`src/rtl/spi_burst_pkg.sv`:
```
package spi_burst_pkg;

  localparam int MIN_BITS = 4;

  typedef enum logic [1:0] {
    SEP_PULSE  = 2'b00,
    SEP_IDLE   = 2'b01,
    SEP_CONCAT = 2'b10,
    SEP_ALIAS  = 2'b11
  } sep_mode_e;

  typedef enum logic [1:0] {
    ST_IDLE = 2'b00,
    ST_BIT  = 2'b01,
    ST_GAP  = 2'b10,
    ST_WAIT = 2'b11
  } eng_state_e;

endpackage

```
`src/rtl/spi_phase_gen.sv`:
```
module spi_phase_gen (
  input  logic clk,
  input  logic rst_n,
  output logic ph,
  output logic period_end
);

  // ph = 0: low half of an sck period, ph = 1: high half
  always_ff @(posedge clk or negedge rst_n) begin
    if (!rst_n) ph <= 1'b0;
    else        ph <= ~ph;
  end

  assign period_end = ph;

endmodule

```
`src/rtl/spi_frame_shifter.sv`:
```
module spi_frame_shifter #(
  parameter int MAX_BITS = 32,
  parameter int LEN_W    = 6
) (
  input  logic                clk,
  input  logic                rst_n,
  input  logic                load,
  input  logic [MAX_BITS-1:0] load_word,
  input  logic [LEN_W-1:0]    load_len,
  input  logic                sample,
  input  logic                shift,
  input  logic                miso,
  output logic                mosi_bit,
  output logic [MAX_BITS-1:0] rx_word,
  output logic                last_bit
);

  logic [MAX_BITS-1:0] tx_sh;
  logic [MAX_BITS-1:0] rx_sh;
  logic [LEN_W-1:0]    bits_left;

  // place the low len bits at the top of the shift register
  function automatic logic [MAX_BITS-1:0] left_align(input logic [MAX_BITS-1:0] word,
                                                     input logic [LEN_W-1:0] len);
    return word << (MAX_BITS - int'(len));
  endfunction

  always_ff @(posedge clk or negedge rst_n) begin
    if (!rst_n) begin
      tx_sh     <= '0;
      rx_sh     <= '0;
      bits_left <= '0;
    end else if (load) begin
      tx_sh     <= left_align(load_word, load_len);
      rx_sh     <= '0;
      bits_left <= load_len - LEN_W'(1);
    end else begin
      if (sample) rx_sh <= {rx_sh[MAX_BITS-2:0], miso};
      if (shift) begin
        tx_sh     <= {tx_sh[MAX_BITS-2:0], 1'b0};
        bits_left <= bits_left - LEN_W'(1);
      end
    end
  end

  assign mosi_bit = tx_sh[MAX_BITS-1];
  assign rx_word  = rx_sh;
  assign last_bit = (bits_left == '0);


  no_underflow_chk: assert property (@(posedge clk) disable iff (!rst_n)
    shift |-> (bits_left != '0));

endmodule

```
`src/rtl/spi_burst_ctrl.sv`:
```
module spi_burst_ctrl
  import spi_burst_pkg::*;
#(
  parameter int MAX_BITS     = 32,
  parameter int LEN_W        = 6,
  parameter int IDLE_PERIODS = 3
) (
  input  logic                clk,
  input  logic                rst_n,
  input  logic                ph,
  input  logic [1:0]          sep_mode,
  input  logic                free_run,
  input  logic [LEN_W-1:0]    frame_len,
  input  logic                req_valid,
  input  logic                req_last,
  input  logic                last_bit,
  input  logic                mosi_bit,
  input  logic [MAX_BITS-1:0] rx_word,
  output logic                req_ready,
  output logic                load,
  output logic [LEN_W-1:0]    load_len,
  output logic                sample,
  output logic                shift,
  output logic                sck,
  output logic                mosi,
  output logic                ss_n,
  output logic                doe_n,
  output logic                rsp_valid,
  output logic [MAX_BITS-1:0] rsp_word
);

  localparam int GAP_W = (IDLE_PERIODS > 1) ? $clog2(IDLE_PERIODS) : 1;

  eng_state_e       st;
  logic [GAP_W-1:0] gap_cnt;
  logic             last_q;

  // named internal events
  logic in_bit, in_wait, concat, forced, frame_end, gap_over;

  function automatic logic [LEN_W-1:0] clamp_len(input logic [LEN_W-1:0] raw);
    if (raw < LEN_W'(MIN_BITS)) return LEN_W'(MIN_BITS);
    if (raw > LEN_W'(MAX_BITS)) return LEN_W'(MAX_BITS);
    return raw;
  endfunction

  always_comb begin
    in_bit    = (st == ST_BIT);
    in_wait   = (st == ST_WAIT);
    concat    = (sep_mode == SEP_CONCAT);
    forced    = (sep_mode == SEP_IDLE);
    frame_end = in_bit && ph && last_bit;
    gap_over  = (st == ST_GAP) && (gap_cnt == '0);
    req_ready = ph && ((st == ST_IDLE) || in_wait || gap_over ||
                       (frame_end && !last_q && concat));
    load      = req_valid && req_ready;
    load_len  = clamp_len(frame_len);
    sample    = in_bit && !ph;
    shift     = in_bit && ph && !last_bit;
    sck       = ph && (in_bit || (free_run && !in_wait));
    ss_n      = !(in_bit || in_wait);
    doe_n     = (st == ST_IDLE);
    mosi      = (in_bit || in_wait) ? mosi_bit : 1'b0;
  end

  always_ff @(posedge clk or negedge rst_n) begin
    if (!rst_n) begin
      st        <= ST_IDLE;
      gap_cnt   <= '0;
      last_q    <= 1'b0;
      rsp_valid <= 1'b0;
      rsp_word  <= '0;
    end else begin
      rsp_valid <= frame_end;
      if (frame_end) rsp_word <= rx_word;
      if (load) last_q <= req_last;
      unique case (st)
        ST_IDLE: if (load) st <= ST_BIT;
        ST_BIT: begin
          if (frame_end) begin
            if (last_q)      st <= ST_IDLE;
            else if (concat) st <= load ? ST_BIT : ST_WAIT;
            else begin
              st      <= ST_GAP;
              gap_cnt <= forced ? GAP_W'(IDLE_PERIODS - 1) : '0;
            end
          end
        end
        ST_GAP: begin
          if (ph) begin
            if (gap_cnt != '0) gap_cnt <= gap_cnt - GAP_W'(1);
            else if (load)     st <= ST_BIT;
          end
        end
        ST_WAIT: if (load) st <= ST_BIT;
        default: st <= ST_IDLE;
      endcase
    end
  end


  sck_idle_low_chk: assert property (@(posedge clk) disable iff (!rst_n)
    (!free_run && ss_n) |-> !sck);


  ss_doe_chk: assert property (@(posedge clk) disable iff (!rst_n)
    !ss_n |-> !doe_n);


  doe_release_chk: assert property (@(posedge clk) disable iff (!rst_n)
    $rose(doe_n) |-> rsp_valid);


  done_single_chk: assert property (@(posedge clk) disable iff (!rst_n)
    rsp_valid |=> !rsp_valid);


  free_run_toggle_chk: assert property (@(posedge clk) disable iff (!rst_n)
    (free_run && $past(free_run) && $past(rst_n) && ss_n && $past(ss_n))
      |-> (sck != $past(sck)));

endmodule

```
`src/rtl/spi_burst_master.sv`:
```
module spi_burst_master #(
  parameter int  MAX_BITS     = 32,
  parameter int  IDLE_PERIODS = 3,
  localparam int LEN_W        = $clog2(MAX_BITS + 1)
) (
  input  logic                clk,
  input  logic                rst_n,
  input  logic [1:0]          sep_mode,
  input  logic                free_run,
  input  logic [LEN_W-1:0]    frame_len,
  input  logic                req_valid,
  output logic                req_ready,
  input  logic [MAX_BITS-1:0] req_word,
  input  logic                req_last,
  output logic                rsp_valid,
  output logic [MAX_BITS-1:0] rsp_word,
  output logic                sck,
  output logic                mosi,
  input  logic                miso,
  output logic                doe_n,
  output logic                ss_n
);

  logic                ph, period_end;
  logic                load, sample, shift, mosi_bit, last_bit;
  logic [LEN_W-1:0]    load_len;
  logic [MAX_BITS-1:0] rx_word;

  spi_phase_gen u_phase (
    .clk        (clk),
    .rst_n      (rst_n),
    .ph         (ph),
    .period_end (period_end)
  );

  spi_frame_shifter #(.MAX_BITS(MAX_BITS), .LEN_W(LEN_W)) u_shift (
    .clk       (clk),
    .rst_n     (rst_n),
    .load      (load),
    .load_word (req_word),
    .load_len  (load_len),
    .sample    (sample),
    .shift     (shift),
    .miso      (miso),
    .mosi_bit  (mosi_bit),
    .rx_word   (rx_word),
    .last_bit  (last_bit)
  );

  spi_burst_ctrl #(.MAX_BITS(MAX_BITS), .LEN_W(LEN_W), .IDLE_PERIODS(IDLE_PERIODS)) u_ctrl (
    .clk       (clk),
    .rst_n     (rst_n),
    .ph        (period_end),
    .sep_mode  (sep_mode),
    .free_run  (free_run),
    .frame_len (frame_len),
    .req_valid (req_valid),
    .req_last  (req_last),
    .last_bit  (last_bit),
    .mosi_bit  (mosi_bit),
    .rx_word   (rx_word),
    .req_ready (req_ready),
    .load      (load),
    .load_len  (load_len),
    .sample    (sample),
    .shift     (shift),
    .sck       (sck),
    .mosi      (mosi),
    .ss_n      (ss_n),
    .doe_n     (doe_n),
    .rsp_valid (rsp_valid),
    .rsp_word  (rsp_word)
  );


  mosi_stable_chk: assert property (@(posedge clk) disable iff (!rst_n)
    sck |-> $stable(mosi));


  idle_lines_chk: assert property (@(posedge clk) disable iff (!rst_n)
    doe_n |-> ss_n);

endmodule

```
`config.mk`:
```
export PLATFORM = sky130hd
export DESIGN_NAME = spi_burst_master
export DESIGN_NICKNAME = d
export VERILOG_FILES = /design/src/rtl/spi_burst_pkg.sv /design/src/rtl/spi_phase_gen.sv /design/src/rtl/spi_frame_shifter.sv /design/src/rtl/spi_burst_ctrl.sv /design/src/rtl/spi_burst_master.sv
export SDC_FILE = /design/constraint.sdc
export NUM_CORES = 1
export LEC_CHECK = 0
export BUFFER_PORTS_ARGS = -buffer_cell sky130_fd_sc_hd__buf_4
export CAP_MARGIN = 20
export CORE_ASPECT_RATIO = 0.7
export CORE_MARGIN = 3
export CORE_UTILIZATION = 60
export CTS_CLUSTER_DIAMETER = 150
export DETAILED_ROUTE_END_ITERATION = 6
export GPL_TIMING_DRIVEN = 1
export HOLD_SLACK_MARGIN = 0.1
export PLACE_DENSITY_LB_ADDON = 0.15
export RECOVER_POWER = 50
export SLEW_MARGIN = 40
export SYNTH_ARGS = -nofsm -noshare
export SYNTH_HDL_FRONTEND = slang
export SYNTH_HIERARCHICAL = 1
export SYNTH_SLANG_ARGS = --single-unit
```
`constraint.sdc`:
```
create_clock -name clk -period 4.6 [get_ports clk]
set_input_delay 0.92 -clock clk [delete_from_list [all_inputs] [get_ports clk]]
set_output_delay 0.92 -clock clk [all_outputs]
set_load 0.05 [all_outputs]
```
Word-level counts from Yosys, hierarchy flattened --
Index checks and enable logic that the tools add are counted.
Word-level totals: input port bits 46, output and inout port bits 38, register bits after elaboration 109, word-level logic and storage cells 88
Cells by class: multiplexer cells 29, add/subtract/negate cells 4, bitwise gates (word level) 1, shift operators 1, magnitude comparators 2, reductions and logical operators 31, equal/unequal tests 11
Operators by type and width (count):
- $mux W32 | 4
- $mux W6 | 6
- $shl A32 B32 Y32 | 1
- $mux W2 | 13
- $ne A2 B2 Y1 const B | 6
- $sub A6 B1 Y6 const B | 2
- $logic_and A1 B1 Y1 | 11
- $reduce_bool A2 Y1 | 4
- $sub A6 B6 Y7 const A | 1
- $eq A2 B2 Y1 const B | 3
- $gt A6 B6 Y1 const B | 1
- $logic_not A6 Y1 | 1
- $lt A6 B3 Y1 const B | 1
- $pmux W2 S3 | 1
- $reduce_and A6 Y1 | 1
- $logic_not A1 Y1 | 5
- $logic_or A1 B1 Y1 | 5
- $eq A2 B1 Y1 const B | 2
- $logic_not A2 Y1 | 2
- $mux W1 | 4
- $pmux W2 S2 | 1
- $reduce_and A3 Y1 | 1
- $reduce_or A2 Y1 | 1
- $sub A2 B1 Y2 const B | 1
- $not A1 Y1 | 1

Depth between registers and ports, before layout --
Gate-level depths: netlist of the first run.
depth after elaboration 13, depth in mapped cells 15, gate-level depth less buffers 11

Hierarchy --
Netlist of the first run, hierarchy kept.
By module, submodules not included:
- spi_frame_shifter | seq. area each 1751.7 µm², area an instance 5245.0 µm², cells an instance 512, instances 1
- spi_burst_ctrl | seq. area each 950.9 µm², area an instance 1702.9 µm², cells an instance 129, instances 1
- spi_phase_gen | seq. area each 25.0 µm², area an instance 36.3 µm², cells an instance 3, instances 1

Least setup slack after synthesis of the first run --
OpenSTA, ideal clock, no wires.
path kind input -> register, start input frame_len[4], end register u_shift.tx_sh[17], data arrival time 3577 ps, required time 4499 ps, setup slack 922 ps, cell stages on the path 14, buffers on the path 4, setup time 101 ps, path through nor3_1 nor2_1 and2_1 buf_6 inv_2 buf_2 ha_1 buf_4 xor2_2 buf_6 mux4_2 o22ai_1 nor2_1 o32ai_1
Between the ends: word-level cells in the longest chain between the ends 8, elaborated cells between the ends (all ways) 11, those cells by class 1 x add/sub; 2 x order compare; 1 x shift; 7 x mux
Ends and longest elaborated chain:
- start, declared | line spi_burst_master.sv:10 | input logic [LEN_W-1:0] frame_len,
- $gt A6 B6 Y1 | line spi_burst_ctrl.sv:43 | if (raw > LEN_W'(MAX_BITS)) return LEN_W'(MAX_BITS);
- $mux W1 (2 in a row) | line spi_burst_ctrl.sv:43
- $mux W6 | line spi_burst_ctrl.sv:44 | return raw;
- $mux W6 * | line spi_burst_ctrl.sv:43
- net load_len[0] | line spi_burst_master.sv:26 | logic [LEN_W-1:0] load_len;
- $sub A6 B6 Y7 * | line spi_frame_shifter.sv:25 | return word << (MAX_BITS - int'(len));
- $shl A32 B32 Y32 * | line spi_frame_shifter.sv:25
- $mux W32 * | line spi_frame_shifter.sv:33 | end else if (load) begin
- end signal, assigned | line spi_frame_shifter.sv:34 | tx_sh <= left_align(load_word, load_len);
- end signal, assigned | line spi_frame_shifter.sv:40 | tx_sh <= {tx_sh[MAX_BITS-2:0], 1'b0};
- end, declared | line spi_frame_shifter.sv:18 | logic [MAX_BITS-1:0] tx_sh;
Mark *: on every way through the listed nets, which the timed path passes. The rest lies on a longest branch. The select of a mux whose other input is x is not followed. A chain may end at the register's enable or synchronous reset.

Final worst setup path of the first run --
start input frame_len[5], end register u_shift.tx_sh[26]
The elaborated chain is that of the path after synthesis.

==> results of run 1 <==
==> worst paths after layout <==
check,start,endpoint,cells after the start
worst max-delay path,frame_len[5],u_shift/tx_sh[26],11
worst min-delay path,u_ctrl/rsp_word[1],u_ctrl/rsp_word[1],1
worst max register to register,u_shift/bits_left[4],u_ctrl/st[1],8
worst min register to register,u_ctrl/rsp_word[1],u_ctrl/rsp_word[1],1
max in group asynchronous,rst_n,u_shift/tx_sh[27],2
min in group asynchronous,rst_n,u_shift/bits_left[4],1
==> metrics by stage <==
stage	hold WS (ps)	total power, W	setup WS [ps]	cell area, um2
after CTS	499	0.00462	1020	7960
after detailed placement	481	0.00385	659	7660
after global placement	475	0.00378	784	7650
final	497	0.00460	961	7900
after global routing	511	0.00488	530	7900
after floorplan	455	0.00321	922	6980
==> flip-flops by register name (all words and copies together) (netlist names) <==
register / flops
u_ctrl/rsp_word: 32
u_shift/rx_word: 32
u_shift/tx_sh: 32
u_shift/bits_left: 6
u_ctrl/gap_cnt: 2
u_ctrl/st: 2
u_ctrl/last_q: 1
u_ctrl/rsp_valid: 1
u_phase/period_end: 1
==> cell type report <==
type / instances / area (um2) / area share (%)
multi-input combinational: 455 / 3870 / 49.0
timing repair buffer: 100 / 693 / 8.77
sequential: 109 / 2730 / 34.5
clock inverter: 7 / 73.8 / 0.934
inverter: 31 / 116 / 1.47
clock buffer: 9 / 225 / 2.85
tap: 153 / 191 / 2.42
==> worst reg2reg max path: cells and delay by family, from the launching register on <==
kind	cells	cell delay, ps
and+or+nand+nor	3	1180
buffers and inverters	2	960
DFF	1	410
AOI/OAI and AO/OA	3	850
==> metal layers <==
layer / share of wire [%] / track usage (%) / up-vias
met5: 0 / 0 / -
met4: 0.96 / 5.25 / 0
met3: 8.5 / 6.79 / 31
met2: 44 / 40.2 / 243
met1: 46 / 41.2 / 2718
li1: - / - / 2499
==> where the power goes <==
group | internal (W) | leakage [nW] | switching (W)
registers | 0.00127 | 1.42 | 0.000181
clock network | 0.000386 | 0.147 | 0.000382
logic | 0.000842 | 1.95 | 0.00154
total | 0.00250 | 3.52 | 0.00210
==> impl_metrics.yaml, run 1 <==
timing:
  setup_tns_ps: 0
  grt_setup_unrepaired: "false"
  hold_violations: 0
  final.period_utilization_pct: 79.1
  report.final.setup_viol: 0
  period_needed_ps: 3640
  timing.fmax_ghz: 0.275
  max-slew-margin-rel_pct: -100
  worst_pin_slew_ps: 3000
  slew_violations: 66
  clock_skew_ps: 9.75
critical_path:
  critical_path_buf_inv_count: 3
  crit_path_cell_trace: "buf_4 -> nor2_1 -> and2_1 -> inv_2 -> ha_2 -> buf_12 -> mux2i_1 -> mux2i_1 -> mux4_2 -> o2bb2ai_1 -> a2bb2oi_1"
  critical-path-slowest-cell: "ha_2"
  worst-path-max-fanout: 33
  timing.critical_path.max_delay_family: "multiplexers"
  regToRegSetupSlack_ps: 1100
  critical_path.max_stage_delay_ps: 530
  timing.critical_path.from_type: "primary input"
  worstSetupPathType: "in -> reg"
  cp-end-kind: "register"
  critical_path_arrival_ps: 3840
  crit_top_cell: "mux2i_1"
  critical_path_required_ps: 4810
grt:
  antenna_violations_before_repair: 0
  wire_length_of_the_first_global_routing_pass_um: 27800
  grt.total_usage_pct: 27.3
  first_global_vias: 5257
  overflow: 0
  grt_start_max_net_pins: 66
placed_design:
  placed_cells_incl_taps: 848
  finalWeightedCongestion: 0.987
  placement.io_buffers: 83
  hpwlAfterDp_um: 12800
clocking:
  cts_buffer_depth: 2
  clk_root_buffer_cell: "clkbuf_16"
  tritoncts: "yes"
  clkLatencyLatePin_ps: 350
  htree_num_levels: 3
  clkSlewWorstSetupHoldPaths_ps: 80
  cts_sinks: 109
  number_of_buffers_created_by_cts: 9
  hold_buffers: 0
  post_cts_resize_count: 0
  cts.repair_timing.setup_buffer_count: 0
power_and_ir_drop:
  p_leak_nw: 3.52
  vdd_ir_drop_max_mv: 0.397
  cellPowerDensity_nw_per_um2: 582
floorplanning:
  die_area_um2: 13000
  boundaryPins: 84
  dieWidth_um: 135
  design.core.area_um2: 11200
  floorplan.die.height_um: 96.2
  initial_utilization_pct: 62.5
  placement_rows: 32
detailed_routing:
  drtPass1Iterations: 5
  detail_route.iter0.violations: 556
  via_count: 5491
  via_per_inst: 6.36
  routed_wire_length_per_instance_um: 20.2
  drtAntennaViolNets: 0
  drc_errors: 0
  wirelength_um: 17500
logic_synthesis:
  netlist_area_um2: 6980
  post_synth_inst_count: 643
  mean_instance_size_in_the_synthesized_netlist_um2: 10.9
  syn_nets: 697
  ys.warnings.count: 6
layout:
  final_layout_size_suffix_gt1_share_pct: 26.4
  fillCellCount: 854
  diodes: 0
  nNetsFinal: 760
  area_growth_syn_to_layout_pct: 13.3
  final-instance-count-excl-fill: 864
  most_common_cell_after_layout_fill_and_taps_aside: "dfrtp_1"
  most-common-layout-cells: "109 x dfrtp_1, 85 x mux2i_1, 78 x buf_4"
  layout.core_utilization_pct: 70.7
run_status:
  failing_checks: "capacitance limit, slew limit"
  outcome: "complete, but fails checks"
min_path:
  hold_path.class: "reg -> reg"
flow_run:
  max_cap_viol_count: 1
Power figures use the tool's default switching activity.
==> run 2, diff against run 1 <==
- CORE_UTILIZATION: 60 -> 59
- clock period: 4.6 -> 3.6 ns (I/O delays scaled with it)
==> run 2 against run 1 <==
The run now ends clean. Highest routed layer unchanged. Register-to-register slack lost 640 ps. First-iteration DRC count grew 8.1%. Critical path depth grew 1. Clock skew shrank 1.5 ps. Power grew 28%.
==> impl_metrics.yaml, run 2 (synthesized netlist as in run 1, its figures left out) <==
timing:
  max-slew-margin-rel_pct: 6.38
  setup_tns_ps: 0
  grt_setup_unrepaired: "false"
  period_needed_ps: 3140
  timing.fmax_ghz: 0.318
  final.period_utilization_pct: 87.2
  slew_violations: 0
  clock_skew_ps: 8.27
  report.final.setup_viol: 0
  worst_pin_slew_ps: 1400
  hold_violations: 0
  layout_setup_ws_ps: 460
floorplanning:
  placement_rows: 32
  design.core.area_um2: 11300
  dieWidth_um: 136
  boundaryPins: 84
  initial_utilization_pct: 61.8
  die_area_um2: 13200
  floorplan.die.height_um: 97.0
critical_path:
  regToRegSetupSlack_ps: 460
  cp-end-kind: "register"
  critical_path_required_ps: 3860
  worstSetupStartpoint: "u_shift/bits_left[4]"
  crit-reg2reg-capture: "u_shift/bits_left[4]"
  worstSetupPathType: "reg -> reg"
  reg2reg_from: "u_shift/bits_left[4]"
  ff2ff_path_depth: 12
  critical_path_arrival_ps: 3400
  worst_setup_path_endpoint: "u_shift/bits_left[4]"
  timing.critical_path.from_type: "register"
  worst-path-max-fanout: 7
clocking:
  cts.repair_timing.setup_buffer_count: 0
  hold_buffers: 0
  post_cts_resize_count: 0
  cts_buffer_depth: 2
  number_of_buffers_created_by_cts: 9
  htree_num_levels: 3
  cts_sinks: 109
  clkLatencyLatePin_ps: 340
  clkSlewWorstSetupHoldPaths_ps: 70
  clk_root_buffer_cell: "clkbuf_16"
  tritoncts: "yes"
grt:
  first_global_vias: 5394
  wire_length_of_the_first_global_routing_pass_um: 28600
  antenna_violations_before_repair: 0
  overflow: 0
  grt_start_max_net_pins: 68
  grt.total_usage_pct: 27.1
detailed_routing:
  via_per_inst: 6.19
  drtPass1Iterations: 5
  drtAntennaViolNets: 0
  routed_wire_length_per_instance_um: 19.7
  wirelength_um: 17300
  detail_route.iter0.violations: 601
  via_count: 5434
  drc_errors: 0
min_path:
  hold_path.class: "reg -> reg"
power_and_ir_drop:
  p_leak_nw: 3.58
  finalPower_w: 0.00587
  cellPowerDensity_nw_per_um2: 734
  vdd_ir_drop_max_mv: 0.481
layout:
  nNetsFinal: 775
  most-common-layout-cells: "109 x dfrtp_1, 91 x buf_4, 85 x mux2i_1"
  area_growth_syn_to_layout_pct: 14.7
  final_layout_size_suffix_gt1_share_pct: 27.9
  postLayoutCellArea_um2: 8000
  diodes: 0
  fillCellCount: 862
  most_common_cell_after_layout_fill_and_taps_aside: "dfrtp_1"
placed_design:
  placement.io_buffers: 83
  dpl_cell_area_um2: 7790
  hpwlAfterDp_um: 12800
  finalWeightedCongestion: 0.969
  post-place-ws_ps: 233
flow_run:
  max_cap_viol_count: 0
run_status:
  outcome: "finished clean"
## run 2: changes by cell type in the layout (fill, tap and decap cells not counted), moves of 2 or more
cell / previous run / this run
buf_12: 1 / 3
inv_8: 2 / 0
clkinv_4: 2 / 0
clkbuf_1: 18 / 20
buf_4: 78 / 91
clkinvlp_4: 0 / 2
## run 2: worst max-delay path, cell delays in order (launching register included)
cell	delay [ps]
dfrtp_1	410
or4_1	550
nor3_1	150
buf_4	160
nand3_2	120
o22ai_4	360
mux2i_1	380
ha_1	270
nand2_1	100
nor3_1	240
xor2_1	180
nor2_1	50
a21oi_1	100
## run 2: layer usage
| metal | GRT usage (%) | share of wire (%) |
|---|---|---|
| met5 | 0 | 0 |
| met4 | 4.65 | 0.71 |
| met3 | 8.73 | 9.8 |
| met2 | 38.1 | 43 |
| met1 | 41.7 | 46 |
## run 2: worst min path at each step
stage	slack [ps]	from	cells past startpoint	end
final	490	u_ctrl/rsp_word[1]	1	u_ctrl/rsp_word[1]
after global routing	510	u_ctrl/rsp_word[1]	1	u_ctrl/rsp_word[1]
after CTS	460	rst_n	1	u_shift/tx_sh[30]
after detailed placement	480	u_ctrl/rsp_word[1]	1	u_ctrl/rsp_word[1]
after global placement	470	u_ctrl/rsp_word[1]	1	u_ctrl/rsp_word[1]
after floorplan	420	rst_n	0	u_ctrl/gap_cnt[0]
## run 2: cell type report
type	instances	area, um2	share of cell area [%]
Clock buffer	10	239	2.99
Clock inverter	5	41.3	0.516
Inverter	31	116	1.45
Multi-Input combinational cell	455	3860	48.3
Sequential cell	109	2730	34.1
Tap cell	153	191	2.39
Timing Repair Buffer	115	823	10.3
## run 2: through the flow
step	hold WS [ps]	utilization (%)	instances
3_3_place_gp	474	68.9	863
2_1_floorplan	424	-	643
5_1_grt	507	70.9	878
6_report	485	70.9	878
3_5_place_dp	476	69.0	863
4_1_cts	464	71.5	878
## run 2: where the power goes
part / total (W) / internal, W / switching (W)
Combinational: 0.00309 / 0.00114 / 0.00195
Sequential: 0.00185 / 0.00163 / 0.000229
Clock: 0.000933 / 0.000492 / 0.000441
==> run 3, diff against run 2 <==
- CELL_PAD_IN_SITES_DETAIL_PLACEMENT: default -> 0
- CELL_PAD_IN_SITES_GLOBAL_PLACEMENT: default -> 1
- CORE_UTILIZATION: 59 -> 47
==> run 3 against run 2 <==
The run now ends with capacitance limit, slew limit left. Sequential cell count is the same. Final area grew 0.92%. Maximum frequency shrank 3.4%. Clock skew is essentially flat. Via count grew 0.90%. Sequential share of layout area shrank 0.31 points. Critical path depth shrank 2. First-iteration DRC count shrank 22%. Hold slack gained 6.1 ps. Non-clock buffer count shrank 1. Sequential power is essentially flat. Cell count grew 4.2%. Critical path type unchanged.
==> impl_metrics.yaml, run 3 (synthesized netlist as in run 1, its figures left out) <==
grt:
  grt_start_max_net_pins: 64
  antenna_violations_before_repair: 0
  wire_length_of_the_first_global_routing_pass_um: 29100
  first_global_vias: 5287
  grt.total_usage_pct: 22.6
  overflow: 0
floorplanning:
  floorplan.die.height_um: 108
  initial_utilization_pct: 49.0
  boundaryPins: 84
  design.core.area_um2: 14200
  dieWidth_um: 152
  placement_rows: 36
  die_area_um2: 16400
detailed_routing:
  wirelength_um: 18100
  drtAntennaViolNets: 0
  drc_errors: 0
  via_per_inst: 5.99
  via_count: 5483
  detail_route.iter0.violations: 468
  drtPass1Iterations: 5
  routed_wire_length_per_instance_um: 19.8
placed_design:
  finalWeightedCongestion: 0.899
  placement.io_buffers: 83
  hpwlAfterDp_um: 13300
timing:
  timing.fmax_ghz: 0.308
  slew_violations: 64
  period_needed_ps: 3250
  clock_skew_ps: 8.38
  grt_setup_unrepaired: "false"
  worst_pin_slew_ps: 1610
  max-slew-margin-rel_pct: -7.02
  hold_violations: 0
  final.period_utilization_pct: 90.3
  setup_tns_ps: 0
  report.final.setup_viol: 0
critical_path:
  worstSetupStartpoint: "u_shift/bits_left[4]"
  critical_path_required_ps: 3860
  critical-path-slowest-cell: "or4_1"
  critical_path_arrival_ps: 3520
  critical_path.max_stage_delay_ps: 540
  reg2reg_from: "u_shift/bits_left[4]"
  worstSetupPathType: "reg -> reg"
  crit_path_cell_trace: "or4_1 -> nor3_1 -> buf_4 -> nand3_2 -> o22ai_4 -> nor2b_1 -> nand3_1 -> o211a_1 -> nor3_1 -> a2bb2oi_1"
  crit_top_cell: "nor3_1"
  ff2ff_path_depth: 10
  cp-end-kind: "register"
  worst-path-max-fanout: 11
  timing.critical_path.from_type: "register"
clocking:
  cts_sinks: 109
  cts_buffer_depth: 2
  clk_root_buffer_cell: "clkbuf_16"
  clkSlewWorstSetupHoldPaths_ps: 70
  tritoncts: "yes"
  hold_buffers: 0
  number_of_buffers_created_by_cts: 9
  clkLatencyLatePin_ps: 340
  post_cts_resize_count: 0
  cts.repair_timing.setup_buffer_count: 0
  htree_num_levels: 3
run_status:
  outcome: "complete, but fails checks"
  failing_checks: "capacitance limit, slew limit"
power_and_ir_drop:
  cellPowerDensity_nw_per_um2: 740
  power.share.combinational_pct: 51.9
  p_seq_share_pct: 30.8
  internal_power_w: 0.00329
  finalPower_w: 0.00597
  share_clk_of_total_power_pct: 17.2
  p_leak_nw: 3.59
  netSwitchingFraction_pct: 44.8
  vdd_ir_drop_max_mv: 0.374
  total_switching_power_w: 0.00268
layout:
  most_common_cell_after_layout_fill_and_taps_aside: "dfrtp_1"
  storage_element_area_um2: 2730
  nNetsFinal: 774
  most-common-layout-cells: "109 x dfrtp_1, 92 x buf_4, 85 x mux2i_1"
  fillCellCount: 1286
  diodes: 0
  final_layout_size_suffix_gt1_share_pct: 27.9
  multiInputGateArea_um2: 3870
  layout.core_utilization_pct: 56.8
  area_growth_syn_to_layout_pct: 15.8
flow_run:
  max_cap_viol_count: 1
min_path:
  min-delay-start: "u_ctrl/rsp_word[1]"
  hold-path-cell-count: 1
  hold_path.class: "reg -> reg"
[run 3: path summary, 6_finish.rpt]
path	slack (ps)	endpoint
worst min-delay path	490	u_ctrl/rsp_word[1]
worst max register to register	350	u_shift/tx_sh[6]
min in group asynchronous	770	u_shift/bits_left[2]
worst min register to register	490	u_ctrl/rsp_word[1]
max in group asynchronous	930	u_shift/tx_sh[27]
worst max-delay path	350	u_shift/tx_sh[6]
[run 3: layout make-up]
| cell class | count | share of cell area, % |
|---|---|---|
| tap | 190 | 2.94 |
| clock inverter | 7 | 1.08 |
| sequential | 109 | 33.8 |
| timing repair buffer | 114 | 10.0 |
| inverter | 31 | 1.44 |
| clock buffer | 9 | 2.79 |
| multi-input combinational | 455 | 48.0 |
[run 3: through the flow]
stage / cells / area, um2 / setup slack [ps] / hold WS [ps]
after floorplan: 643 / 6980 / 122 / 424
after global placement: 899 / 7840 / 277 / 475
after detailed placement: 899 / 7840 / 235 / 481
after CTS: 915 / 8150 / 383 / 498
after global routing: 915 / 8080 / 170 / 532
final: 915 / 8080 / 350 / 491
[run 3: metal layers]
metal  vias up  wire [um]  track usage, %
li1       2525          -               -
met1      2744       9050            35.9
met2       200       7630            31.9
met3        14       1360            5.74
met4         0         79            3.01
met5         -          0               0
[run 3: power by group through the flow]
stage          logic, W  registers, W  clock network (W)
2_1_floorplan   0.00185       0.00224                  0
3_3_place_gp    0.00310       0.00186                  0
3_5_place_dp    0.00314       0.00186                  0
4_1_cts         0.00315       0.00185            0.00106
5_1_grt         0.00337       0.00189            0.00111
6_report        0.00310       0.00184            0.00103
[run 3: critical path, delay by kind of cell (launching register included)]
| kind | cells | cell delay [ps] |
|---|---|---|
| and+or+nand+nor | 6 | 1630 |
| AOI/OAI and AO/OA | 3 | 950 |
| buffers and inverters | 1 | 160 |
| DFF | 1 | 420 |
